[config.mk]
export PLATFORM = sky130hd
export DESIGN_NAME = ddr_b2_sram
export DESIGN_NICKNAME = d
export VERILOG_FILES = /design/src/rtl/ddr_b2_pkg.sv /design/src/rtl/b2_kphase.sv /design/src/rtl/b2_write_demux.sv /design/src/rtl/b2_lane_ram.sv /design/src/rtl/b2_word_array.sv /design/src/rtl/b2_read_mux.sv /design/src/rtl/ddr_b2_sram.sv
export SDC_FILE = /design/constraint.sdc
export NUM_CORES = 2
export LEC_CHECK = 0
export BUFFER_PORTS_ARGS = -buffer_cell sky130_fd_sc_hd__buf_2
export CAP_MARGIN = 20
export CORE_AREA = 2 2 489 491
export CTS_BUF_LIST = sky130_fd_sc_hd__clkbuf_8
export CTS_CLUSTER_SIZE = 30
export DETAILED_ROUTE_END_ITERATION = 8
export DIE_AREA = 0 0 491 493
export GPL_ROUTABILITY_DRIVEN = 0
export GPL_TIMING_DRIVEN = 0
export HOLD_SLACK_MARGIN = 0.15
export SKIP_CTS_REPAIR_TIMING = 1
export SLEW_MARGIN = 30
export SYNTH_ARGS = -nofsm -noshare
export SYNTH_HDL_FRONTEND = slang
export SYNTH_HIERARCHICAL = 1
export SYNTH_SLANG_ARGS = --single-unit
[constraint.sdc]
create_clock -name clk -period 2.6 [get_ports clk]
set_clock_uncertainty 0.1 [all_clocks]
set_input_delay 0.13 -clock clk [delete_from_list [all_inputs] [get_ports clk]]
set_output_delay 0.13 -clock clk [all_outputs]
set_load 0.01 [all_outputs]
[src/rtl/ddr_b2_pkg.sv]
package ddr_b2_pkg;

  typedef enum logic {
    PH_RISE = 1'b0,
    PH_FALL = 1'b1
  } kphase_e;

  function automatic int unsigned lane_width(input int unsigned dw, input int unsigned nb);
    return dw / nb;
  endfunction

endpackage

[src/rtl/b2_kphase.sv]
module b2_kphase
  import ddr_b2_pkg::*;
(
  input  logic    clk,
  input  logic    rst,
  output kphase_e ph_o
);

  kphase_e ph_q;

  always_ff @(posedge clk) begin
    if (rst) ph_q <= PH_RISE;
    else     ph_q <= (ph_q == PH_RISE) ? PH_FALL : PH_RISE;
  end

  assign ph_o = ph_q;

endmodule

[src/rtl/b2_write_demux.sv]
module b2_write_demux
#(
  parameter int unsigned DW = 18,
  parameter int unsigned NB = 2,
  parameter int unsigned AW = 6
)(
  input  logic            clk,
  input  logic            rst,
  input  logic            rise,
  input  logic            wr_en,
  input  logic [AW-1:0]   addr,
  input  logic [DW-1:0]   wdata,
  input  logic [NB-1:0]   bw_n,
  output logic [2*NB-1:0] we_lanes,
  output logic [AW-1:0]   waddr,
  output logic [2*DW-1:0] wword
);

  // Two-stage command pipe advanced on rise beats.
  logic          s0_v, s1_v;
  logic [AW-1:0] s0_a, s1_a;
  logic [DW-1:0] beat1_d, beat2_d;
  logic [NB-1:0] beat1_m, beat2_m;

  always_ff @(posedge clk) begin
    if (rst) begin
      s0_v    <= 1'b0;
      s1_v    <= 1'b0;
      s0_a    <= '0;
      s1_a    <= '0;
      beat1_d <= '0;
      beat2_d <= '0;
      beat1_m <= '0;
      beat2_m <= '0;
    end else if (rise) begin
      s0_v <= wr_en;
      s0_a <= addr;
      s1_v <= s0_v;
      s1_a <= s0_a;
      if (s0_v) begin
        beat1_d <= wdata;
        beat1_m <= ~bw_n;
      end
    end else if (s1_v) begin
      beat2_d <= wdata;
      beat2_m <= ~bw_n;
    end
  end

  // Commit the assembled word on the rise beat after the second data beat.
  assign we_lanes = (rise && s1_v) ? {beat2_m, beat1_m} : '0;
  assign waddr    = s1_a;
  assign wword    = {beat2_d, beat1_d};

  // a lane write only follows a write command two K cycles earlier
  p_commit_delay_r2: assert property (@(posedge clk) disable iff (rst)
    (|we_lanes) |-> $past(wr_en && rise, 4));

endmodule

[src/rtl/b2_lane_ram.sv]
module b2_lane_ram
#(
  parameter int unsigned W  = 9,
  parameter int unsigned AW = 6
)(
  input  logic          clk,
  input  logic          we,
  input  logic [AW-1:0] waddr,
  input  logic [W-1:0]  wd,
  input  logic          re,
  input  logic [AW-1:0] raddr,
  output logic [W-1:0]  q
);

  localparam int unsigned DEPTH = 1 << AW;

  logic [W-1:0] mem [DEPTH];

  // Read-first single-clock RAM, one write and one read port.
  always_ff @(posedge clk) begin
    if (re) q <= mem[raddr];
    if (we) mem[waddr] <= wd;
  end

endmodule

[src/rtl/b2_word_array.sv]
module b2_word_array
  import ddr_b2_pkg::*;
#(
  parameter int unsigned DW = 18,
  parameter int unsigned NB = 2,
  parameter int unsigned AW = 6
)(
  input  logic            clk,
  input  logic [2*NB-1:0] we_lanes,
  input  logic [AW-1:0]   waddr,
  input  logic [2*DW-1:0] wword,
  input  logic            re,
  input  logic [AW-1:0]   raddr,
  output logic [2*DW-1:0] rword
);

  localparam int unsigned LW    = lane_width(DW, NB);
  localparam int unsigned LANES = 2 * NB;

  for (genvar j = 0; j < LANES; j++) begin : g_lane
    b2_lane_ram #(.W(LW), .AW(AW)) u_lane (
      .clk   (clk),
      .we    (we_lanes[j]),
      .waddr (waddr),
      .wd    (wword[j*LW +: LW]),
      .re    (re),
      .raddr (raddr),
      .q     (rword[j*LW +: LW])
    );
  end

endmodule

[src/rtl/b2_read_mux.sv]
module b2_read_mux
#(
  parameter int unsigned DW = 18,
  parameter int unsigned AW = 6
)(
  input  logic            clk,
  input  logic            rst,
  input  logic            rise,
  input  logic            rd_en,
  input  logic [AW-1:0]   addr,
  output logic            re,
  output logic [AW-1:0]   raddr,
  input  logic [2*DW-1:0] rword,
  output logic [DW-1:0]   rdata,
  output logic            rvalid
);

  logic          r0_v, r1_v, hi_pend;
  logic [AW-1:0] r0_a, r1_a;

  always_ff @(posedge clk) begin
    if (rst) begin
      r0_v <= 1'b0;
      r1_v <= 1'b0;
      r0_a <= '0;
      r1_a <= '0;
    end else if (rise) begin
      r0_v <= rd_en;
      r0_a <= addr;
      r1_v <= r0_v;
      r1_a <= r0_a;
    end
  end

  // Array read on the fall beat three beats after the command.
  assign re    = !rise && r1_v;
  assign raddr = r1_a;

  always_ff @(posedge clk) begin
    if (rst) begin
      rdata   <= '0;
      rvalid  <= 1'b0;
      hi_pend <= 1'b0;
    end else begin
      hi_pend <= rise && r1_v;
      if (rise && r1_v) begin
        rdata  <= rword[DW-1:0];
        rvalid <= 1'b1;
      end else if (hi_pend) begin
        rdata  <= rword[2*DW-1:DW];
        rvalid <= 1'b1;
      end else begin
        rdata  <= '0;
        rvalid <= 1'b0;
      end
    end
  end

  // a burst starts five beats after a read command on a rise beat
  p_latency_r3: assert property (@(posedge clk) disable iff (rst)
    $rose(rvalid) |-> $past(rd_en && rise, 5));

  // every burst carries two beats
  p_pair_r3: assert property (@(posedge clk) disable iff (rst)
    $rose(rvalid) |=> rvalid);

  // first beat of a burst sits on a fall beat
  p_first_fall_r3: assert property (@(posedge clk) disable iff (rst)
    $rose(rvalid) |-> !rise);

  // bus is quiet when no beat is valid
  p_idle_zero_r3: assert property (@(posedge clk) disable iff (rst)
    !rvalid |-> (rdata == '0));

endmodule

[src/rtl/ddr_b2_sram.sv]
module ddr_b2_sram
  import ddr_b2_pkg::*;
#(
  parameter  int unsigned DW          = 18,
  parameter  int unsigned NB          = 2,
  parameter  int unsigned DEPTH_BEATS = 128,
  localparam int unsigned AW          = $clog2(DEPTH_BEATS) - 1
)(
  input  logic          clk,
  input  logic          rst,
  output logic          k_rise,
  input  logic          rd_en,
  input  logic          wr_en,
  input  logic [AW-1:0] addr,
  input  logic [DW-1:0] wdata,
  input  logic [NB-1:0] bw_n,
  output logic [DW-1:0] rdata,
  output logic          rvalid
);

  kphase_e         ph;
  logic            rise;
  logic [2*NB-1:0] we_lanes;
  logic [AW-1:0]   waddr, raddr;
  logic [2*DW-1:0] wword, rword;
  logic            re;

  b2_kphase u_phase (
    .clk  (clk),
    .rst  (rst),
    .ph_o (ph)
  );

  assign rise   = (ph == PH_RISE);
  assign k_rise = rise;

  b2_write_demux #(.DW(DW), .NB(NB), .AW(AW)) u_wdemux (
    .clk      (clk),
    .rst      (rst),
    .rise     (rise),
    .wr_en    (wr_en),
    .addr     (addr),
    .wdata    (wdata),
    .bw_n     (bw_n),
    .we_lanes (we_lanes),
    .waddr    (waddr),
    .wword    (wword)
  );

  b2_word_array #(.DW(DW), .NB(NB), .AW(AW)) u_array (
    .clk      (clk),
    .we_lanes (we_lanes),
    .waddr    (waddr),
    .wword    (wword),
    .re       (re),
    .raddr    (raddr),
    .rword    (rword)
  );

  b2_read_mux #(.DW(DW), .AW(AW)) u_rmux (
    .clk    (clk),
    .rst    (rst),
    .rise   (rise),
    .rd_en  (rd_en),
    .addr   (addr),
    .re     (re),
    .raddr  (raddr),
    .rword  (rword),
    .rdata  (rdata),
    .rvalid (rvalid)
  );

  // phase alternates every beat out of reset
  p_phase_toggle_r1: assert property (@(posedge clk) disable iff (rst)
    k_rise |=> !k_rise);

endmodule

==> flow_summary.json <==
{
  "max_freq_mhz": 325,
  "worstSetupStartpoint": "u_rmux/raddr[0]",
  "cts_sinks": 2429,
  "antenna_found_initial": 15,
  "cp-endpoint": "u_array/g_lane[0].u_lane/q[3]",
  "synth_area_leaders": "edfxtp_1, mux4_2, dfxtp_1, mux2i_1, nor2_1",
  "stdcell_area_um2": 112000,
  "cp-end-kind": "flip-flop",
  "p_leak_nw": 32.7,
  "outcome": "finished, violations left",
  "yosys_warnings": 6,
  "cts_buffers": 403,
  "rows": 179,
  "syn-num-nets": 4449,
  "drive_gt1_frac": 0.349,
  "worstMarginPinSlew_ns": 0.972,
  "synth_cell_types": 47,
  "ys_seq_elements": 2429,
  "async_flop_share": 0,
  "min_period_ns": 3.08,
  "ir_worst_vdd_mv": 0.589,
  "clk_latency_ns": 1.10,
  "crit_arrival_ns": 3.74,
  "synth_most_common_cell": "edfxtp_1",
  "crit_type": "flip-flop to flip-flop",
  "finalSetupViolCount": 997,
  "rsz0062_at_grt": "true",
  "wl_per_cell_um": 28.2,
  "dp_slack_ns": -1.72,
  "fillers": 19700,
  "finalPower_mw": 76.7,
  "drc": 0,
  "ioPinCount": 50,
  "die_w_um": 491,
  "grt_use_met3": 0.0383,
  "cts_htree_levels": 5,
  "core_area_um2": 237000,
  "dr.pass1.iters": 5,
  "cp.required_ns": 3.26,
  "dpl-instance-area_um2": 99300,
  "setup_tns_ns": -125.30,
  "hpwl_um": 154000,
  "ys_top_cells_by_count": "edfxtp_1, mux4_2, nor2_1, mux2i_1, nand2_1",
  "syn-cell-area_um2": 94200,
  "areaGrowthSynthToFinish_pct": 18.9,
  "yosysTopAreaCell": "edfxtp_1",
  "synth_cells": 4419,
  "slew_violations": 0,
  "overflow": 0,
  "busiest_layer": "met2",
  "ys_seq_area_frac": 0.765,
  "vias": 47500,
  "final_cells": 8552,
  "use_met2": 0.319,
  "grt_pass1_vias": 47500,
  "worst_slack_ns": -0.476,
  "track_usage": 0.193,
  "synth_edf_count": 2340,
  "grt_max_degree": 66,
  "crit_fanout": 5,
  "die_area_um2": 242000,
  "clk_path_buf_depth": 4,
  "root_buffer": "clkbuf_8",
  "start_util": 0.398,
  "regToRegStartpoint": "u_rmux/raddr[0]",
  "vias_per_cell": 5.55,
  "violations": "setup timing",
  "netlist.area_leader.share": 0.746,
  "hp-class": "primary input to flip-flop",
  "avgSynthCellArea_um2": 21.3,
  "ys.flop_type": "edfxtp_1",
  "ant_nets": 0,
  "hold_slack_ns": 0.163,
  "r2r_end": "u_array/g_lane[0].u_lane/q[3]",
  "nets": 5126,
  "die_h_um": 493,
  "clk_pin_slew_ns": 0.06,
  "slew-limit-headroom": 0.352,
  "drt_iter0_drc": 4960,
  "power_density_nw_per_um2": 685,
  "rrSetupSlack_ns": -0.48,
  "dp_cells": 7667,
  "grt_use_met1": 0.256,
  "grt_pass1_wl_um": 338000,
  "routed_wirelength_um": 241000,
  "final-hold-violation-count": 0,
  "ff2ff_path_depth": 7,
  "cap_viol_max_count": 0,
  "io_buffer_count": 49,
  "finish.utilization": 0.473,
  "fin_crit_sh": 1.18,
  "cp-start-kind": "flip-flop",
  "cts_tree": "built"
}
[layout make-up]
type	count	area, µm²	area share
multi-input cells	1741	23100	0.206
plain buffers	240	2160	0.0193
clock buffers	414	5700	0.0509
flip-flops and latches	2429	72200	0.645
well taps	3167	3960	0.0354
inverters	7	28.8	0.000257
repair buffers	274	3480	0.0310
clock inverters	273	1360	0.0121
diodes	7	17.5	0.000156
[power by group]
part | switching, mW | internal [mW]
sequential | 0.294 | 42.6
clock | 14.7 | 15.6
combinational | 2.07 | 1.45
total | 17.0 | 59.7
[critical path, stage by stage, from the launching register on]
cell	delay, ns
dfxtp_4	0.38
buf_12	0.15
buf_16	0.14
buf_12	0.14
mux4_2	0.56
mux4_2	0.53
o211ai_1	0.52
nand2_1	0.20
[kinds of logic after synthesis]
group,Yosys count,synth area share
mux,770,0.163
flops,2429,0.765
compound gates,274,0.0213
buf+inv,249,0.0159
simple gates,697,0.0346
[layout by cell type (no fill, tap or decap), drive strengths merged, types with 10 or more instances in the layout]
| cell type | instances |
|---|---|
| nand2b | 79 |
| o221ai | 20 |
| nand2 | 116 |
| a211oi | 16 |
| edfxtp | 2340 |
| dfxtp | 89 |
| o21bai | 12 |
| a22oi | 68 |
| buf | 346 |
| nor2 | 311 |
| inv | 133 |
| a21oi | 42 |
| a2111oi | 24 |
| nand3 | 66 |
| o211ai | 20 |
| bufinv | 10 |
| nor2b | 57 |
| mux2i | 150 |
| dlygate4sd3 | 65 |
| and2 | 18 |
| mux4 | 604 |
| o21ai | 20 |
| o22ai | 32 |
| nand3b | 12 |
| mux2 | 16 |
| clkbuf | 517 |
| a221o | 12 |
| clkinv | 130 |
[routing by layer]
metal  wire (µm)  share of wire  vias to the layer above
li1            -              -                    19800
met1       96200           0.40                    25200
met2      120000           0.50                     1945
met3       17200          0.071                      455
met4        7540          0.031                        0
met5           0              0                        -
[sequential cells by signal, indices dropped and copies added (netlist names), 2 cells and up]
name	count
u_array/g_lane.u_lane/mem	2304
u_array/g_lane.u_lane/q	36
u_rmux/rdata	18
u_wdemux/beat1_d	18
u_wdemux/beat2_d	18
u_rmux/r0_a	6
u_rmux/raddr	6
u_wdemux/s0_a	6
u_wdemux/waddr	6
u_wdemux/beat1_m	2
u_wdemux/beat2_m	2
[worst min path at each step]
stage                       start  depth (start not counted)  slack [ns]                  end
after floorplan               rst                          1         0.1         u_phase/ph_o
after global placement    bw_n[1]                          2        0.24  u_wdemux/beat1_m[1]
after detailed placement  bw_n[0]                          2        0.25  u_wdemux/beat1_m[0]
after CTS                 bw_n[0]                          2       -0.97  u_wdemux/beat1_m[0]
after global routing          rst                          5        0.17  u_wdemux/beat1_d[1]
final                         rst                          5        0.16  u_wdemux/beat1_d[1]
(Power assumes the default switching activity.)
